**config.mk**
```make
export PLATFORM = sky130hd
export DESIGN_NAME = motor_fault_supervisor
export DESIGN_NICKNAME = d
export VERILOG_FILES = /design/src/rtl/msup_pkg.sv /design/src/rtl/msup_lock_timer.sv /design/src/rtl/msup_hall_check.sv /design/src/rtl/msup_uv_recover.sv /design/src/rtl/motor_fault_supervisor.sv
export SDC_FILE = /design/constraint.sdc
export NUM_CORES = 1
export LEC_CHECK = 0
export ABC_CLOCK_PERIOD_IN_PS = 3600
export BUFFER_PORTS_ARGS = -buffer_cell sky130_fd_sc_hd__buf_2
export CAP_MARGIN = 30
export CORE_UTILIZATION = 60
export CTS_CLUSTER_SIZE = 16
export DETAILED_ROUTE_END_ITERATION = 7
export PLACE_DENSITY = 0.8
export SLEW_MARGIN = 20
export SYNTH_ARGS = -nofsm -noshare
export SYNTH_HDL_FRONTEND = slang
export SYNTH_SLANG_ARGS = --single-unit
```
**constraint.sdc**
```tcl
create_clock -name clk_i -period 3.6 [get_ports clk_i]
set_clock_uncertainty 0.1 [all_clocks]
set_input_delay 0.54 -clock clk_i [delete_from_list [all_inputs] [get_ports clk_i]]
set_output_delay 0.54 -clock clk_i [all_outputs]
set_load 0.005 [all_outputs]
```
**src/rtl/msup_pkg.sv**
```systemverilog
package msup_pkg;
  typedef enum logic {LK_WATCH = 1'b0, LK_OFF = 1'b1} lock_state_e;

  function automatic logic hall_illegal(input logic [2:0] h);
    return (h == 3'b000) || (h == 3'b111);
  endfunction
endpackage

```
**src/rtl/msup_lock_timer.sv**
```systemverilog
module msup_lock_timer
  import msup_pkg::*;
#(
  parameter int LOCK_DET_MS = 4000,
  parameter int LOCK_OFF_MS = 20000
) (
  input  logic       clk_i,
  input  logic       rst_i,
  input  logic [2:0] hall_i,
  input  logic       spd_zero_i,
  input  logic       spd_above_min_i,
  input  logic       tick_ms_i,
  output logic       lock_off_o
);
  localparam int MAXT = (LOCK_DET_MS > LOCK_OFF_MS) ? LOCK_DET_MS : LOCK_OFF_MS;
  localparam int CW   = $clog2(MAXT + 1);

  lock_state_e   state_q;
  logic [CW-1:0] cnt_q;
  logic [2:0]    hall_q;
  logic          edge_seen;

  assign edge_seen = (hall_i != hall_q);

  always_ff @(posedge clk_i) begin
    if (rst_i) begin
      state_q <= LK_WATCH;
      cnt_q   <= '0;
      hall_q  <= hall_i;
    end else begin
      hall_q <= hall_i;
      if (spd_zero_i) begin
        state_q <= LK_WATCH;
        cnt_q   <= '0;
      end else if (state_q == LK_WATCH) begin
        if (!spd_above_min_i || edge_seen) begin
          cnt_q <= '0;
        end else if (tick_ms_i) begin
          if (cnt_q == CW'(LOCK_DET_MS - 1)) begin
            state_q <= LK_OFF;
            cnt_q   <= '0;
          end else begin
            cnt_q <= cnt_q + 1'b1;
          end
        end
      end else if (tick_ms_i) begin
        if (cnt_q == CW'(LOCK_OFF_MS - 1)) begin
          state_q <= LK_WATCH;
          cnt_q   <= '0;
        end else begin
          cnt_q <= cnt_q + 1'b1;
        end
      end
    end
  end

  assign lock_off_o = (state_q == LK_OFF);
endmodule

```
**src/rtl/msup_hall_check.sv**
```systemverilog
module msup_hall_check
  import msup_pkg::*;
#(
  parameter int BAD_REVS = 4
) (
  input  logic       clk_i,
  input  logic       rst_i,
  input  logic [2:0] hall_i,
  input  logic       spd_zero_i,
  output logic       bad_now_o,
  output logic       latched_o
);
  localparam int RW = $clog2(BAD_REVS + 1);

  logic          u_q;
  logic          seen_q;
  logic [RW-1:0] revs_q;
  logic          latch_q;
  logic          u_fall;
  logic          rev_bad;

  assign bad_now_o = hall_illegal(hall_i);
  assign u_fall    = u_q && !hall_i[2];
  assign rev_bad   = seen_q || bad_now_o;

  always_ff @(posedge clk_i) begin
    if (rst_i) begin
      u_q     <= hall_i[2];
      seen_q  <= 1'b0;
      revs_q  <= '0;
      latch_q <= 1'b0;
    end else begin
      u_q <= hall_i[2];
      if (spd_zero_i) begin
        seen_q  <= 1'b0;
        revs_q  <= '0;
        latch_q <= 1'b0;
      end else if (u_fall) begin
        seen_q <= 1'b0;
        if (rev_bad) begin
          if (revs_q >= RW'(BAD_REVS - 1)) begin
            latch_q <= 1'b1;
            revs_q  <= RW'(BAD_REVS);
          end else begin
            revs_q <= revs_q + 1'b1;
          end
        end else begin
          revs_q <= '0;
        end
      end else if (bad_now_o) begin
        seen_q <= 1'b1;
      end
    end
  end

  assign latched_o = latch_q;
endmodule

```
**src/rtl/msup_uv_recover.sv**
```systemverilog
module msup_uv_recover #(
  parameter int UV_WAIT = 32
) (
  input  logic clk_i,
  input  logic rst_i,
  input  logic uv_i,
  input  logic carrier_stb_i,
  output logic blocked_o
);
  localparam int WW = $clog2(UV_WAIT + 1);

  logic          blk_q;
  logic [WW-1:0] cnt_q;

  always_ff @(posedge clk_i) begin
    if (rst_i || uv_i) begin
      blk_q <= 1'b1;
      cnt_q <= '0;
    end else if (blk_q && carrier_stb_i) begin
      if (cnt_q == WW'(UV_WAIT - 1)) begin
        blk_q <= 1'b0;
        cnt_q <= '0;
      end else begin
        cnt_q <= cnt_q + 1'b1;
      end
    end
  end

  assign blocked_o = blk_q;
endmodule

```
**src/rtl/motor_fault_supervisor.sv**
```systemverilog
module motor_fault_supervisor #(
  parameter int LOCK_DET_MS = 4000,
  parameter int LOCK_OFF_MS = 20000,
  parameter int BAD_REVS    = 4,
  parameter int UV_WAIT     = 32
) (
  input  logic       clk_i,
  input  logic       rst_i,
  input  logic [2:0] hall_i,
  input  logic       spd_zero_i,
  input  logic       spd_above_min_i,
  input  logic       uv_i,
  input  logic       ot_i,
  input  logic       carrier_stb_i,
  input  logic       tick_ms_i,
  output logic       drv_en_o,
  output logic       fault_n_o
);
  logic lock_off;
  logic hall_bad;
  logic hall_latched;
  logic uv_blocked;
  logic en_d;

  msup_lock_timer #(
    .LOCK_DET_MS(LOCK_DET_MS),
    .LOCK_OFF_MS(LOCK_OFF_MS)
  ) u_lock (
    .clk_i          (clk_i),
    .rst_i          (rst_i),
    .hall_i         (hall_i),
    .spd_zero_i     (spd_zero_i),
    .spd_above_min_i(spd_above_min_i),
    .tick_ms_i      (tick_ms_i),
    .lock_off_o     (lock_off)
  );

  msup_hall_check #(
    .BAD_REVS(BAD_REVS)
  ) u_hall (
    .clk_i     (clk_i),
    .rst_i     (rst_i),
    .hall_i    (hall_i),
    .spd_zero_i(spd_zero_i),
    .bad_now_o (hall_bad),
    .latched_o (hall_latched)
  );

  msup_uv_recover #(
    .UV_WAIT(UV_WAIT)
  ) u_uv (
    .clk_i        (clk_i),
    .rst_i        (rst_i),
    .uv_i         (uv_i),
    .carrier_stb_i(carrier_stb_i),
    .blocked_o    (uv_blocked)
  );

  assign en_d = !(lock_off || hall_bad || hall_latched || uv_blocked || uv_i || ot_i);

  always_ff @(posedge clk_i) begin
    if (rst_i) begin
      drv_en_o  <= 1'b0;
      fault_n_o <= 1'b0;
    end else begin
      drv_en_o  <= en_d;
      fault_n_o <= en_d;
    end
  end
endmodule

```
## Word level (Yosys, flattened, before mapping)

Index checks and enable logic that the tools add are counted.

| storage, ports and cells | value |
|---|---|
| input bits | 11 |
| output and inout bits | 2 |
| logic and storage cells | 56 |
| register bits | 33 |

| cells by class | value |
|---|---|
| equality and inequality tests | 6 |
| order comparisons | 1 |
| muxes and demuxes | 15 |
| add/subtract/negate cells | 3 |
| reductions and logical operators | 21 |

Operators by type and width:

| cell | number |
|---|---|
| 15-bit two-way mux | 6 |
| 15-bit by 1-bit adder with 15-bit output, second input constant | 1 |
| 15-bit by 12-bit == test with 1-bit output, second input constant | 1 |
| 15-bit == test, second input constant | 1 |
| 1-bit logical OR | 9 |
| 6-bit by 1-bit adder with 6-bit output, second input constant | 1 |
| 6-bit by 5-bit == test with 1-bit output, second input constant | 1 |
| 1-bit two-way mux | 6 |
| 3-bit two-way mux | 2 |
| 6-bit two-way mux | 1 |
| 2-bit AND reduction | 2 |
| 3-bit by 1-bit adder with 3-bit output, second input constant | 1 |
| 3-bit == test, second input constant | 1 |
| 3-bit by 2-bit >= comparator with 1-bit output, second input constant | 1 |
| 1-bit zero test | 3 |
| 3-bit zero test | 1 |
| 3-bit != test | 1 |
| 3-bit AND reduction | 1 |
| 3-bit OR reduction | 1 |
| 1-bit logical AND | 2 |
| 2-bit != test, second input constant | 1 |
| 2-bit nonzero test | 1 |
| 2-bit OR reduction | 1 |

## Longest topological paths before layout

Gate-level depths: netlist of run 1.

| depth | value |
|---|---|
| depth in word-level cells | 8 |
| mapped depth | 7 |
| gate-level depth less buffers | 7 |

## Cells and area by module

A second synthesis of run 1 with hierarchy kept.

| unflattened totals | value |
|---|---|
| cell total of the unflattened synthesis | 173 |
| area total of the unflattened synthesis | 1,586.5 um^2 |

By module, submodules not included:

| module | seq. area each (um^2) | instances | area each (um^2) | cells each |
|---|---|---|---|---|
| msup_lock_timer | 380.4 | 1 | 944.7 | 106 |
| msup_uv_recover | 140.1 | 1 | 319.1 | 37 |
| msup_hall_check | 120.1 | 1 | 275.3 | 26 |
| motor_fault_supervisor | 20.0 | 1 | 47.5 | 4 |

## Least setup slack after synthesis of run 1

No wires, ideal clock.

| timing path | value |
|---|---|
| path kind | input port to flip-flop |
| start | input port hall_i[2] |
| end | register u_lock.cnt_q[11] |
| buffers on the path | 0 |
| arrival time | 1.838 ns |
| library setup time | 0.115 ns |
| stages | 7 |
| setup slack | 1.548 ns |
| cells stage by stage | inv_1 ha_1 and3b_1 a32o_1 nor4_1 xnor2_1 nor2_1 |

| on the way | value |
|---|---|
| word-level cells in the longest chain between the ends | 4 |
| elaborated cells on any way between the ends | 6 |

RTL lines:

| item | RTL line | text |
|---|---|---|
| start, declared | motor_fault_supervisor.sv:9 | `input logic [2:0] hall_i,` |
| 3-bit != test * | msup_lock_timer.sv:23 | `assign edge_seen = (hall_i != hall_q);` |
| 1-bit logical OR * | msup_lock_timer.sv:36 | `if (!spd_above_min_i \|\| edge_seen) begin` |
| 15-bit two-way mux / 2-bit nonzero test (equally long branches) | n/a |  |
| 15-bit two-way mux / 2-bit AND reduction (equally long branches) | n/a |  |
| end signal, assigned | msup_lock_timer.sv:43 | `cnt_q <= cnt_q + 1'b1;` |
| end signal, assigned | msup_lock_timer.sv:51 | `cnt_q <= cnt_q + 1'b1;` |
| end, declared | msup_lock_timer.sv:19 | `logic [CW-1:0] cnt_q;` |

Every way passes the cells marked *; elsewhere a longest branch is shown, timed or not.
A chain may end at the register's enable or synchronous reset.

## Worst setup path in the final report of run 1

| timing path | value |
|---|---|
| start | input port hall_i[2] |
| end | register u_lock.cnt_q[2] |

The elaborated chain is that of the path after synthesis.

==> reports/qor.csv, run 1 <==
stage,metric,value,unit
layout,most frequent cells in the layout,"dfxtp_1, nor2_1, nand2_1",
hold_path,worst hold endpoint,u_hall.u_q,
timing,worst slew pin tran,0.630,ns
critical_path,worst stage delay on the critical path,0.53,ns
timing,part of the cycle the worst path needs,0.588,
synthesis,Synth cell types,44,
grt,number of global-route vias before repair,1181,
clocking,clock tree buffer depth,2,
critical_path,"CP delay by family, top",simple AND/OR/NAND/NOR gates,
synthesis,top_reg_cell synth,dfxtp_1,
detailed_routing,DR vias,1372,
synthesis,Synth Area in Compound Gates,0.102,
clocking,H-Tree Depth,2,
placed_design,routability congestion estimate from global placement,0.818,
clocking,hold buffers post-CTS,0,
flow_run,MaxCap Viol Count,0,
floorplan,total core area,2520,sq um
pwr,pwr/cell area,335,nW/um^2
critical_path,critical path's slowest cell,or2_0,
detailed_routing,post-route ant nets,0,
placed_design,DP HPWL,2.27,mm
clocking,Clock Tree Root,clkbuf_4,
synthesis,multiplexer share of the synthesized area,0.0255,
critical_path,Worst Path Required,3.72,ns
layout,layout cells sized above 1,0.156,
detailed_routing,Routed WL per cell,13.6,um
placed_design,Buffers on Ports,12,
timing,Final WS setup,1.48,ns
detailed_routing,final wirelength,3.12,mm
floorplan,Die Y,53.9,um
synthesis,Synth Cell Area,1620,sq um
synthesis,sequential area share after synthesis,0.396,
critical_path,r2r startpoint,u_hall.u_q,
floorplan,Initial Util,0.641,
synthesis,Yosys reg bits,32,
critical_path,Reg2Reg Depth,5,
synthesis,Adder-Cell Fraction of Synth Area,0.0387,
detailed_routing,number of DRC markers in iteration 0,50,
clocking,"CTS clk-pin slew, worst paths",0.10,ns
critical_path,R2R Path End,u_lock.cnt_q[2],
hold_path,Hold Path Cell Cnt,1,
layout,"leading cell type in the layout, fill and taps excluded",dfxtp_1,
hold_path,hold path start,hall_i[2],
critical_path,Crit path arrival time,2.24,ns
synthesis,Post-synth ARST share,0,
critical_path,R2R Setup Slk,1.55,ns
timing,final setup violation count,0,
status,run status,finished clean,
timing,fin crit period,2.12,ns
hold_path,HP Class,input port to flop,
clocking,number of post-CTS setup repair buffers,0,
layout,final core occ,0.680,
clocking,CTS tree,yes,
critical_path,Critical Path Start Type,input port,
critical_path,critical path class,input port to flop,
critical_path,Setup crit end kind,flop,
grt,total global-route track usage,0.248,
layout,fin area,1720,sq um
grt,initial antenna violation count,0,
grt,Overflow after GRT,0,
clocking,cts repair resizes,0,
synthesis,largest family of logic cells by synthesized area,simple AND/OR/NAND/NOR gates,
timing,fmax,472,MHz
clocking,CTS buffer count,5,
timing,worst relative slew slack,0.578,
pwr,Worst VDD drop,0.302,mV
timing,final hold vios,0,
detailed_routing,vias per cell,5.99,
placed_design,pre-CTS setup slack,1.14,ns
critical_path,CP Cell Sequence,buf_2 > inv_1 > ha_1 > a41oi_1 > or2_0 > nor3_4 > a221o_1,
synthesis,Yosys warning count,0,
critical_path,CP Max Fanout,10,
synthesis,post-synthesis area per instance,8.70,sq um
floorplan,io pins,13,
placed_design,placed cell area,1670,sq um
timing,fin. max-slew vios,0,
grt,first-pass GRT wire length,5.04,mm
floorplan,die width,53.9,um
synthesis,Synthesized Nets,202,
synthesis,Post-Syn Instances,186,
floorplan,Die ar.,2910,sq um
layout,nets,215,
floorplan,Rows,18,
synthesis,XOR/XNOR Fraction of Synth Area,0.0650,
grt,pin count of the biggest net entering global routing,11,
timing,RSZ-0062 raised after global routing,no,
critical_path,worst path buffer plus inverter count,2,
clocking,clock sinks,32,
timing,hold_ws,0.256,ns
synthesis,"EDFF count, synth",0,
layout,Antenna Cells,0,
detailed_routing,drt pass-1 iters,4,
pwr,Leakage,0.655,nW
synthesis,Post-Synth Simple-Gate Area,0.330,
detailed_routing,DRC Markers,0,
timing,Setup TNS,0,ns
clocking,clk_lat worst skew,0.32,ns
layout,P&R area growth vs syn,6.03,%
[final cells by class]
type / count / area [sq um]
clock buffer: 6 / 41.3
clock inverter: 1 / 5.00
fill: 215 / 807
inverter: 6 / 22.5
multi-input combinational: 142 / 908
sequential: 32 / 641
tap: 30 / 37.5
timing repair buffer: 12 / 60.1
[metal layers]
metal / routed length [um] / vias to the layer above / track usage
li1: - / 696 / -
met1: 1480 / 635 / 0.318
met2: 1430 / 34 / 0.374
met3: 168 / 7 / 0.0678
met4: 54 / 0 / 0.136
met5: 0 / - / 0
[Yosys cell counts, types with 2 or more instances]
master	number	share of area
or2_2	2	0.0077
and4_1	4	0.022
a22o_2	2	0.012
a21oi_1	4	0.012
mux2i_1	3	0.019
buf_4	2	0.0093
ha_1	5	0.039
nand4_1	6	0.023
nand3_1	10	0.031
nor2b_1	2	0.0077
nor3_1	16	0.049
o21ai_0	2	0.0062
a221o_1	5	0.031
and3_1	4	0.015
xnor2_1	8	0.043
dfxtp_1	32	0.40
nor2_1	22	0.051
nand2_1	19	0.044
nor4_1	3	0.012
inv_1	6	0.014
buf_6	2	0.014
xor2_1	4	0.022
nor4b_1	2	0.011
[cells by family (layout without fill, tap and decap cells)]
group	Yosys count	count (layout)
simple gates	101	101
flops	32	32
compound gates	20	20
mux	4	4
buf+inv	12	25
xor+xnor	12	12
fa+ha+maj	5	5
[power by group]
group | internal [W] | switching, W | leakage (nW)
Sequential | 0.000357 | 0.00000191 | 0.259
Clock | 0.0000719 | 0.000111 | 0.0281
Combinational | 0.0000133 | 0.0000202 | 0.367
[state kept, by name (all words and copies together), names as in the netlist]
name	flops
u_hall.u_q	1
u_uv.blocked_o	1
u_lock.hall_q	2
u_hall.revs_q	3
u_lock.cnt_q	15
fault_n_o	1
u_lock.lock_off_o	1
u_hall.latched_o	1
u_hall.seen_q	1
u_uv.cnt_q	6
[stage by stage]
stage | total power, W | cells
2_1_floorplan | 0.000390 | 186
3_3_place_gp | 0.000399 | 222
3_5_place_dp | 0.000400 | 222
4_1_cts | 0.000582 | 229
5_1_grt | 0.000595 | 229
6_report | 0.000575 | 229
[worst max path at each step]
stage                    from               end  slack, ns  cells past startpoint
finish              hall_i[2]   u_lock.cnt_q[2]       1.48                      7
global route        hall_i[2]   u_lock.cnt_q[2]       1.34                      7
CTS                 hall_i[2]   u_lock.cnt_q[2]       1.49                      7
detailed placement  hall_i[2]   u_lock.cnt_q[5]       1.14                      7
global placement    hall_i[2]   u_lock.cnt_q[5]       1.20                      7
floorplan           hall_i[2]  u_lock.cnt_q[11]       1.55                      7
Power figures use the tool's default switching activity.
==> run 2: changes to the inputs <==
--- a/config.mk
+++ b/config.mk
@@ -5,13 +5,13 @@
 export SDC_FILE = /design/constraint.sdc
 export NUM_CORES = 1
 export LEC_CHECK = 0
-export ABC_CLOCK_PERIOD_IN_PS = 3600
+export ABC_CLOCK_PERIOD_IN_PS = 2100
 export BUFFER_PORTS_ARGS = -buffer_cell sky130_fd_sc_hd__buf_2
 export CAP_MARGIN = 30
-export CORE_UTILIZATION = 60
+export CORE_UTILIZATION = 58
 export CTS_CLUSTER_SIZE = 16
 export DETAILED_ROUTE_END_ITERATION = 7
-export PLACE_DENSITY = 0.8
+export PLACE_DENSITY = 0.78
 export SLEW_MARGIN = 20
 export SYNTH_ARGS = -nofsm -noshare
 export SYNTH_HDL_FRONTEND = slang
==> constraint.sdc (replaced) <==
create_clock -name clk_i -period 2.1 [get_ports clk_i]
set_clock_uncertainty 0.1 [all_clocks]
set_input_delay 0.315 -clock clk_i [delete_from_list [all_inputs] [get_ports clk_i]]
set_output_delay 0.315 -clock clk_i [all_outputs]
set_load 0.005 [all_outputs]
==> run 2 against run 1 <==
Compared with the run above:
- hold slack got worse by 0.24 ns
- setup slack worse by 1.3 ns
- clock power rose to 2.6 times the previous value
- combinational power increased by 90%
- die area rose by 3.3%
==> reports/qor.csv, run 2 (synthesized netlist as in run 1, its figures left out) <==
stage,metric,value,unit
placed_design,pre-CTS setup slack,0.0610,ns
critical_path,"CP delay by family, top",simple AND/OR/NAND/NOR gates,
placed_design,Buffers on Ports,12,
detailed_routing,post-route ant nets,0,
detailed_routing,Routed WL per cell,14.4,um
pwr,Combinational Power Share,0.055,
clocking,H-Tree Depth,2,
clocking,clk_lat worst skew,0.34,ns
grt,number of global-route vias before repair,1265,
grt,Overflow after GRT,0,
critical_path,R2R Setup Slk,0.16,ns
pwr,Sw Ratio,0.232,
pwr,Leakage,0.696,nW
layout,"leading cell type in the layout, fill and taps excluded",dfxtp_1,
critical_path,worst stage delay on the critical path,0.55,ns
placed_design,routability congestion estimate from global placement,0.936,
timing,Final WS setup,0.165,ns
timing,hold_ws,0.0145,ns
pwr,Flop pwr share,0.533,
layout,P&R area growth vs syn,11.1,%
status,run status,finished clean,
clocking,clock tree buffer depth,2,
critical_path,Crit path arrival time,2.08,ns
critical_path,CP Cell Sequence,or4_1 > nor2_2 > o21a_4 > nor3_4 > a221o_1,
critical_path,critical path's slowest cell,or4_1,
pwr,Power Total,0.00116,W
pwr,NetSw,0.000268,W
hold_path,HP Class,input port to flop,
floorplan,io pins,13,
detailed_routing,DRC Markers,0,
pwr,Worst VDD drop,0.584,mV
floorplan,Die Y,54.8,um
critical_path,CP Max Fanout,9,
layout,max FFs per register,15,
timing,fmax,517,MHz
grt,total global-route track usage,0.261,
timing,final setup violation count,0,
clocking,"CTS clk-pin slew, worst paths",0.10,ns
timing,worst slew pin tran,0.527,ns
floorplan,die width,54.8,um
detailed_routing,drt pass-1 iters,4,
critical_path,Setup crit end kind,flop,
critical_path,worst path buffer plus inverter count,0,
floorplan,total core area,2540,sq um
timing,worst relative slew slack,0.646,
floorplan,Initial Util,0.636,
timing,final hold vios,0,
pwr,pwr/cell area,643,nW/um^2
detailed_routing,final wirelength,3.39,mm
detailed_routing,DR vias,1397,
pwr,Int Pwr,0.000887,W
clocking,clock sinks,32,
pwr,clock power share,0.412,
clocking,CTS buffer count,5,
critical_path,critical path class,flop to flop,
critical_path,Critical Path Start Type,flop,
timing,fin crit period,1.94,ns
layout,Antenna Cells,0,
critical_path,Worst Path Required,2.24,ns
layout,Top Registers,"u_lock.cnt_q (15), u_uv.cnt_q (6), u_hall.revs_q (3)",
timing,Setup TNS,0,ns
clocking,CTS tree,yes,
clocking,number of post-CTS setup repair buffers,0,
detailed_routing,number of DRC markers in iteration 0,26,
clocking,Clock Tree Root,clkbuf_4,
detailed_routing,vias per cell,5.92,
layout,FILL cells,221,
placed_design,DP HPWL,2.41,mm
timing,part of the cycle the worst path needs,0.922,
layout,most frequent cells in the layout,"dfxtp_1, nor2_1, nand2_1",
timing,RSZ-0062 raised after global routing,no,
grt,pin count of the biggest net entering global routing,12,
grt,initial antenna violation count,0,
clocking,cts repair resizes,0,
layout,"Most flops, register",u_lock.cnt_q,
clocking,hold buffers post-CTS,1,
layout,nets,221,
timing,fin. max-slew vios,0,
layout,layout cells sized above 1,0.184,
grt,first-pass GRT wire length,5.45,mm
floorplan,Die ar.,3000,sq um
floorplan,Rows,18,
flow_run,MaxCap Viol Count,0,
run 2: cell types whose count changed in the layout (fill, tap and decap cells not counted), sizes merged:
cell | previous run | this run
buf | 12 | 17
clkinvlp | 0 | 1
clkbuf | 6 | 5
bufinv | 0 | 1
dlygate4sd3 | 0 | 1
run 2: layout make-up:
| class | count | area (sq um) | share of cell area |
|---|---|---|---|
| Sequential cell | 32 | 641 | 0.357 |
| Clock inverter | 3 | 42.5 | 0.0237 |
| Timing Repair Buffer | 18 | 108 | 0.0599 |
| Clock buffer | 5 | 37.5 | 0.0209 |
| Inverter | 6 | 22.5 | 0.0125 |
| Multi-Input combinational cell | 142 | 908 | 0.506 |
| Tap cell | 30 | 37.5 | 0.0209 |
run 2: power groups by stage:
stage          Sequential (W)  Combinational [W]  Clock [W]
2_1_floorplan        0.000629          0.0000397          0
3_3_place_gp         0.000629          0.0000589          0
3_5_place_dp         0.000629          0.0000616          0
4_1_cts              0.000615          0.0000631   0.000482
5_1_grt              0.000616          0.0000697   0.000510
6_report             0.000615          0.0000635   0.000476
run 2: layer usage:
| metal | wire length, um | GRT usage | share of wire | vias up |
|---|---|---|---|---|
| li1 | - | - | - | 708 |
| met1 | 1540 | 0.305 | 0.45 | 642 |
| met2 | 1600 | 0.430 | 0.47 | 40 |
| met3 | 198 | 0.100 | 0.058 | 7 |
| met4 | 48 | 0.0940 | 0.014 | 0 |
| met5 | 0 | 0 | 0 | - |
run 2: path summary, 6_finish.rpt:
check / depth (start not counted) / start / to
hold / removal: 1 / hall_i[1] / u_lock.hall_q[1]
hold reg to reg: 2 / u_uv.blocked_o / u_uv.blocked_o
setup / recovery: 5 / u_lock.cnt_q[5] / u_lock.cnt_q[10]
setup reg to reg: 5 / u_lock.cnt_q[5] / u_lock.cnt_q[10]
run 2: stage by stage:
| stage | std cells | area, sq um | utilization |
|---|---|---|---|
| floorplan | 186 | 1620 | - |
| global placement | 227 | 1710 | 0.671 |
| detailed placement | 227 | 1710 | 0.671 |
| CTS | 236 | 1800 | 0.706 |
| global route | 236 | 1800 | 0.706 |
| finish | 236 | 1800 | 0.706 |
run 2: worst register-to-register path: stages (launching register included):
cell     delay, ns
dfxtp_1       0.39
or4_1         0.55
nor2_2        0.17
o21a_4        0.22
nor3_4        0.08
a221o_1       0.32
